`src/rtl/mcyc_pkg.sv`:
```
package mcyc_pkg;

  typedef enum logic {
    PH_ONE = 1'b0,
    PH_TWO = 1'b1
  } phase_e;

  // Linear slot number inside a machine cycle: two slots per state.
  function automatic int unsigned slot_index(int unsigned st, phase_e ph);
    return (st - 1) * 2 + ((ph == PH_TWO) ? 1 : 0);
  endfunction

  // Successor state with wrap from the last state back to 1.
  function automatic int unsigned state_after(int unsigned st, int unsigned n_states);
    return (st >= n_states) ? 1 : st + 1;
  endfunction

endpackage

```
`src/rtl/mcyc_phase_div.sv`:
```
module mcyc_phase_div
  import mcyc_pkg::*;
(
  input  logic   clk,
  input  logic   rst,
  output phase_e phase,
  output logic   state_end
);

  phase_e ph_q;

  always_ff @(posedge clk) begin
    if (rst) ph_q <= PH_ONE;
    else     ph_q <= (ph_q == PH_ONE) ? PH_TWO : PH_ONE;
  end

  assign phase     = ph_q;
  assign state_end = (ph_q == PH_TWO);

endmodule

```
`src/rtl/mcyc_state_ring.sv`:
```
module mcyc_state_ring
  import mcyc_pkg::*;
#(
  parameter int NUM_STATES = 6,
  parameter int STATE_W    = $clog2(NUM_STATES + 1)
) (
  input  logic               clk,
  input  logic               rst,
  input  logic               advance,
  output logic [STATE_W-1:0] state,
  output logic               at_last
);

  logic [STATE_W-1:0] st_q;

  always_ff @(posedge clk) begin
    if (rst)          st_q <= STATE_W'(1);
    else if (advance) st_q <= STATE_W'(state_after(int'(st_q), NUM_STATES));
  end

  assign state   = st_q;
  assign at_last = (int'(st_q) == NUM_STATES);

endmodule

```
`src/rtl/mcyc_slot_strobe.sv`:
```
module mcyc_slot_strobe
  import mcyc_pkg::*;
#(
  parameter int STATE_W  = 3,
  parameter int AT_STATE = 1,
  parameter int AT_PHASE = 0
) (
  input  logic [STATE_W-1:0] state,
  input  phase_e             phase,
  output logic               hit
);

  localparam int unsigned TARGET = slot_index(AT_STATE, (AT_PHASE != 0) ? PH_TWO : PH_ONE);

  assign hit = (slot_index(int'(state), phase) == TARGET);

endmodule

```
`src/rtl/mcycle_seq.sv`:
```
module mcycle_seq
  import mcyc_pkg::*;
#(
  parameter int NUM_STATES   = 6,
  parameter int SAMPLE_STATE = 5,
  parameter int SAMPLE_PHASE = 1,
  parameter int LOAD_STATE   = 3,
  parameter int LOAD_PHASE   = 0,
  parameter int STATE_W      = $clog2(NUM_STATES + 1)
) (
  input  logic               clk,
  input  logic               rst,
  output logic [STATE_W-1:0] state_idx,
  output logic               ph1,
  output logic               ph2,
  output logic               sample_stb,
  output logic               load_stb,
  output logic               mc_tick
);

  localparam int N_STB = 3;
  localparam int STB_STATE [N_STB] = '{SAMPLE_STATE, LOAD_STATE, NUM_STATES};
  localparam int STB_PHASE [N_STB] = '{SAMPLE_PHASE, LOAD_PHASE, 1};

  phase_e             phase;
  logic               state_end;
  logic               at_last;
  logic               cycle_wrap;
  logic [STATE_W-1:0] state;
  logic [N_STB-1:0]   stb;

  mcyc_phase_div u_phase (
    .clk       (clk),
    .rst       (rst),
    .phase     (phase),
    .state_end (state_end)
  );

  mcyc_state_ring #(
    .NUM_STATES (NUM_STATES),
    .STATE_W    (STATE_W)
  ) u_ring (
    .clk     (clk),
    .rst     (rst),
    .advance (state_end),
    .state   (state),
    .at_last (at_last)
  );

  // Named event: the last slot of the machine cycle, where the ring wraps.
  assign cycle_wrap = state_end && at_last;

  for (genvar g = 0; g < N_STB; g++) begin : g_stb
    mcyc_slot_strobe #(
      .STATE_W  (STATE_W),
      .AT_STATE (STB_STATE[g]),
      .AT_PHASE (STB_PHASE[g])
    ) u_stb (
      .state (state),
      .phase (phase),
      .hit   (stb[g])
    );
  end

  assign state_idx  = state;
  assign ph1        = (phase == PH_ONE);
  assign ph2        = (phase == PH_TWO);
  assign sample_stb = stb[0];
  assign load_stb   = stb[1];
  assign mc_tick    = stb[2];

endmodule

```
`config.mk`:
```
export PLATFORM = sky130hd
export DESIGN_NAME = mcycle_seq
export DESIGN_NICKNAME = d
export VERILOG_FILES = /design/src/rtl/mcyc_pkg.sv /design/src/rtl/mcyc_phase_div.sv /design/src/rtl/mcyc_state_ring.sv /design/src/rtl/mcyc_slot_strobe.sv /design/src/rtl/mcycle_seq.sv
export SDC_FILE = /design/constraint.sdc
export NUM_CORES = 1
export LEC_CHECK = 0
export CAP_MARGIN = 20
export CORE_AREA = 2 2 39 41
export CTS_CLUSTER_SIZE = 14
export DETAILED_ROUTE_END_ITERATION = 10
export DIE_AREA = 0 0 41 43
export GPL_ROUTABILITY_DRIVEN = 0
export GPL_TIMING_DRIVEN = 1
export PLACE_DENSITY = 0.44
export SYNTH_ARGS = -nofsm -noshare
export SYNTH_HDL_FRONTEND = slang
export SYNTH_SLANG_ARGS = --single-unit
```
`constraint.sdc`:
```
create_clock -name clk -period 1.6 [get_ports clk]
set_input_delay 0.32 -clock clk [delete_from_list [all_inputs] [get_ports clk]]
set_output_delay 0.32 -clock clk [all_outputs]
set_load 0.05 [all_outputs]
```
Word level (Yosys, flattened, before mapping) --
Cells that the tools add are included.
Cells by class: $add $sub $neg 3, $mul 0, divide/modulo/power cells 0, magnitude comparators 1, equal/unequal tests 3, shift operators 0, muxes and demuxes 3, bitwise logic cells 1, reductions and logical operators 0
Operator list (number):
- 32-bit by 4-bit equality test with 1-bit output (second input constant) | 2
- 32-bit adder | 1
- 32-bit by 3-bit equality test with 1-bit output (second input constant) | 1
- 3-bit by 1-bit subtractor with 4-bit output (second input constant) | 1
- 3-bit by 1-bit adder with 3-bit output (second input constant) | 1
- 3-bit greater-or-equal comparator (second input constant) | 1
- 3-bit two-way mux | 1
- 1-bit two-way mux | 2
- 1-bit inverter | 1
Word-level totals: register bits after elaboration 4, latch bits 0, bits in writable memories 0, memory bits (read-only) 0, output and inout bits 8, logic and storage cells 13, memories kept 0

Longest topological paths before layout --
word-level depth 3, mapped depth 4, depth with buffers taken out 4

Hierarchy --
Synthesis repeated with hierarchy kept, for this count alone.
Second synthesis, totals: cells, all modules 39, area, all modules 326.6 um2
Modules (own cells, without submodules):
- mcyc_state_ring | instances 1, cells each 17, area an instance 162.7 um2, seq. area each 60.1 um2
- mcyc_slot_strobe at g_stb[2].u_stb | instances 1, cells each 7, area an instance 50.0 um2, seq. area each 0.0 um2
- mcyc_slot_strobe at g_stb[1].u_stb | instances 1, cells each 5, area an instance 41.3 um2, seq. area each 0.0 um2
- mcyc_slot_strobe at g_stb[0].u_stb | instances 1, cells each 6, area an instance 37.5 um2, seq. area each 0.0 um2
- mcyc_phase_div | instances 1, cells each 3, area an instance 31.3 um2, seq. area each 20.0 um2
- mcycle_seq | instances 1, cells each 1, area an instance 3.8 um2, seq. area each 0.0 um2

Worst setup path before layout --
Ideal clock, no wire load.
path kind reg2out, start register u_ring.st_q[0], in the netlist u_ring.state[0], end output load_stb, data arrival time 2.731 ns, required time 1.280 ns, path slack -1.451 ns, cell stages (with the launch flop) 5, path buffers 0, cell sequence dfxtp_1 -> inv_1 -> ha_1 -> xor2_1 -> nor4_1
Between the ends: cells in the longest elaborated chain, start to end 3
RTL lines:
- start, declared | line mcyc_state_ring.sv:14 | logic [STATE_W-1:0] st_q;
- start signal, assigned | line mcyc_state_ring.sv:18 | else if (advance) st_q <= STATE_W'(state_after(int'(st_q), NUM_STATES));
- 3-bit by 1-bit subtractor with 4-bit output | line mcyc_pkg.sv:10 | return (st - 1) * 2 + ((ph == PH_TWO) ? 1 : 0);
- 32-bit adder | line mcyc_pkg.sv:10
- 32-bit by 3-bit equality test with 1-bit output | line mcyc_slot_strobe.sv:15 | assign hit = (slot_index(int'(state), phase) == TARGET);
- end, declared | line mcycle_seq.sv:17 | output logic load_stb,
Every way passes these cells.

Worst setup path in the final report --
start register u_ring.st_q[0], in the netlist u_ring.state[0], end output mc_tick
Between the ends: cells in the longest elaborated chain, start to end 3
RTL lines:
- 3-bit by 1-bit subtractor with 4-bit output | line mcyc_pkg.sv:10
- 32-bit adder | line mcyc_pkg.sv:10
- 32-bit by 4-bit equality test with 1-bit output | line mcyc_slot_strobe.sv:15
- end, declared | line mcycle_seq.sv:18 | output logic mc_tick
Every way passes these cells.

==> impl_metrics.csv <==
group,metric,value,unit
placed_design,portBuffers,9,
sta,tightest_slew,0.269,ns
critical_path,critPathMaxFanout,3,
sta,tns,-0.302,ns
route,drt_iter0_drc,3,
synth,yosysTopAreaCellShare,0.309,
sta,relSlewSlack,0.820,
global_routing,antenna_found_initial,0,
floorplanning,std_cell_rows,14,
route,ant_nets,0,
cts,holdBufCountCts,0,
synth,synth_seq_area_share,0.309,
pwr,p_seq_frac,0.264,
sta,timing.final.max_slew_violations,0,
critical_path,crit_chain,"inv_6, ha_4, or2b_1, a211oi_4, buf_12",
status,outcome,"finished, violations left",
finish,design_area,586,sq um
critical_path,critPathSlowestCell,"dfxtp_4",
route,firstDrtPassIters,4,
finish,drive_above_1_share,0.628,
placed_design,dpl_cell_area,542,sq um
global_routing,grt_pass1_wl,1.12,mm
global_routing,overflow,0,
synth,synth.most_common_cell,"dfxtp_1",
critical_path,r2r_cells,4,
floorplanning,coreArea,0.00138,sq mm
placed_design,pre_cts_ws,0.0457,ns
global_routing,track_usage,0.0957,
synth,synth.area.top_cells,"dfxtp_1 (31%), ha_1 (14%), nand3b_1 (5.8%)",
critical_path,crit_type,"flop to primary output",
route,met1_length,236,microns
cts,cts_sinks,4,
global_routing,grt_pass1_vias,270,
cts,clk_pin_slew,0.03,ns
floorplanning,die_y,43,microns
route,avgRoutedWirePerCell,10.7,microns
synth,yosysWarnings,0,
sta,setup_slack,-0.177,ns
global_routing,grt_max_degree,11,
pwr,switching_share,0.369,
floorplanning,die_area,0.00176,sq mm
pwr,design_power_total,0.505,mW
route,vias,276,
sta,rsz0062_at_grt,"true",
sta,hold_viol_final,0,
cts,ctsHtreeMaxLevel,1,
critical_path,cp_num_cells,5,
sta,setup_viol,3,
cts,cts_buffers,3,
sta,skew,0.00192,ns
route,wl_met3,44,microns
critical_path,cpPeakStageDelay,0.36,ns
hold_path,holdCritPathClass,"flop to flop",
sta,period_minus_slack,1.78,ns
pwr,p_int,0.318,mW
placed_design,dp_hpwl,515,microns
synth,synth.distinct_cells,19,
finish,final_util,0.423,
sta,whs,0.551,ns
critical_path,reg2reg_setup_slack,0.14,ns
cts,cts-root-buf,"clkbuf_4",
synth,synth_area,259,sq um
floorplanning,ioPinCount,10,
synth,synth-seq-cells,4,
finish,area_delta_synth_final,126,%
route,route.met2.wl,347,microns
sta,period_share,1.11,
synth,synth_top_cell_by_area,"dfxtp_1",
finish,nFillCells,128,
route,avgViaCountPerCell,4.68,
flow_run,drv_cap,0,
synth,synth_area_per_cell,8.93,sq um
pwr,p_comb_frac,0.495,
cts,cts_tree,"yes",
synth,synth_fp_nets,34,
synth,synth_common_cells,"dfxtp_1 (4), ha_1 (3), inv_1 (3)",
cts,clock_latency,0.23,ns
finish,diodes,0,
critical_path,cp.required,1.28,ns
route,drc,0,
pwr,power.share.clock,0.242,
placed_design,dp_cells,55,
status,failed_checks,"negative setup slack",
synth,synth_edf_count,0,
critical_path,startpoint_type,"flop",
critical_path,worstPathArrival,1.46,ns
critical_path,cpLargestDelayFamily,"flip-flops",
synth,synthCells,29,
cts,cts_buffer_depth,2,
hold_path,hold_depth,1,
synth,synth_ff_type,"dfxtp_1",
pwr,leakage,0.220,nW
finish,layout.cells.non_filler,59,
sta,max_freq,563,MHz
critical_path,critPathBufInv,2,
pwr,peakVddDrop,0.725,mV
pwr,powerDensity,862,mW/mm^2
pwr,switching_power,0.186,mW
floorplanning,die_w,41,microns
synth,synthArstFlopShare,0,
floorplanning,start_util,0.187,
route,wl,629,microns
route,maxUsedRoutingLayer,"met3",
critical_path,end_kind,"primary output",
finish,fin_nets,50,
final timing paths:
path	from	endpoint
hold / removal	u_phase.phase$_SDFF_PP0_	u_phase.phase$_SDFF_PP0_
hold reg to reg	u_phase.phase$_SDFF_PP0_	u_phase.phase$_SDFF_PP0_
setup / recovery	u_ring.state[0]$_SDFFE_PP1P_	mc_tick
setup reg to reg	u_ring.state[0]$_SDFFE_PP1P_	u_ring.state[2]$_SDFFE_PP0P_
power groups by stage:
| stage | combinational (mW) | sequential (mW) | clock, mW |
|---|---|---|---|
| finish | 0.250 | 0.133 | 0.122 |
| global route | 0.262 | 0.135 | 0.134 |
| CTS | 0.253 | 0.133 | 0.126 |
| detailed placement | 0.243 | 0.132 | 0 |
| global placement | 0.240 | 0.131 | 0 |
| floorplan | 0.112 | 0.163 | 0 |
cell usage in the layout (no fill, tap or decap), types with 2 or more instances in the layout:
cell	n
buf_12	8
buf_4	3
clkbuf_4	3
dfxtp_2	2
dfxtp_4	2
ha_1	2
nand3b_1	2
or2b_1	2
timing repair:
item,in CTS,in global routing
cloned,0,0
setup endpoints to repair,3,3
buffers inserted,1,0
resized for setup,1,1
pin swaps,1,0
per-layer routing:
| metal | vias to the layer above | GRT usage |
|---|---|---|
| li1 | 129 | - |
| met4 | 0 | 0.0400 |
| met5 | - | 0 |
| met1 | 137 | 0.117 |
| met3 | 0 | 0.0471 |
| met2 | 10 | 0.138 |
logic make-up after synthesis:
| group | Yosys count | synth area share |
|---|---|---|
| simple gates | 12 | 0.309 |
| xor+xnor | 1 | 0.0338 |
| fa+ha+maj | 3 | 0.145 |
| buf+inv | 4 | 0.0580 |
| flops | 4 | 0.309 |
| compound gates | 5 | 0.145 |
layout make-up:
cell class	count	area [sq um]	share of cell area
Inverter	3	18.8	0.0321
Clock buffer	3	22.5	0.0385
Sequential cell	4	90.1	0.154
Timing Repair Buffer	12	193	0.329
Multi-Input combinational cell	21	241	0.412
Tap cell	16	20.0	0.0342
flip-flops by register name (all words and copies together) (netlist names):
name           count
u_ring.state       3
u_phase.phase      1
Power figures use the tool's default switching activity.
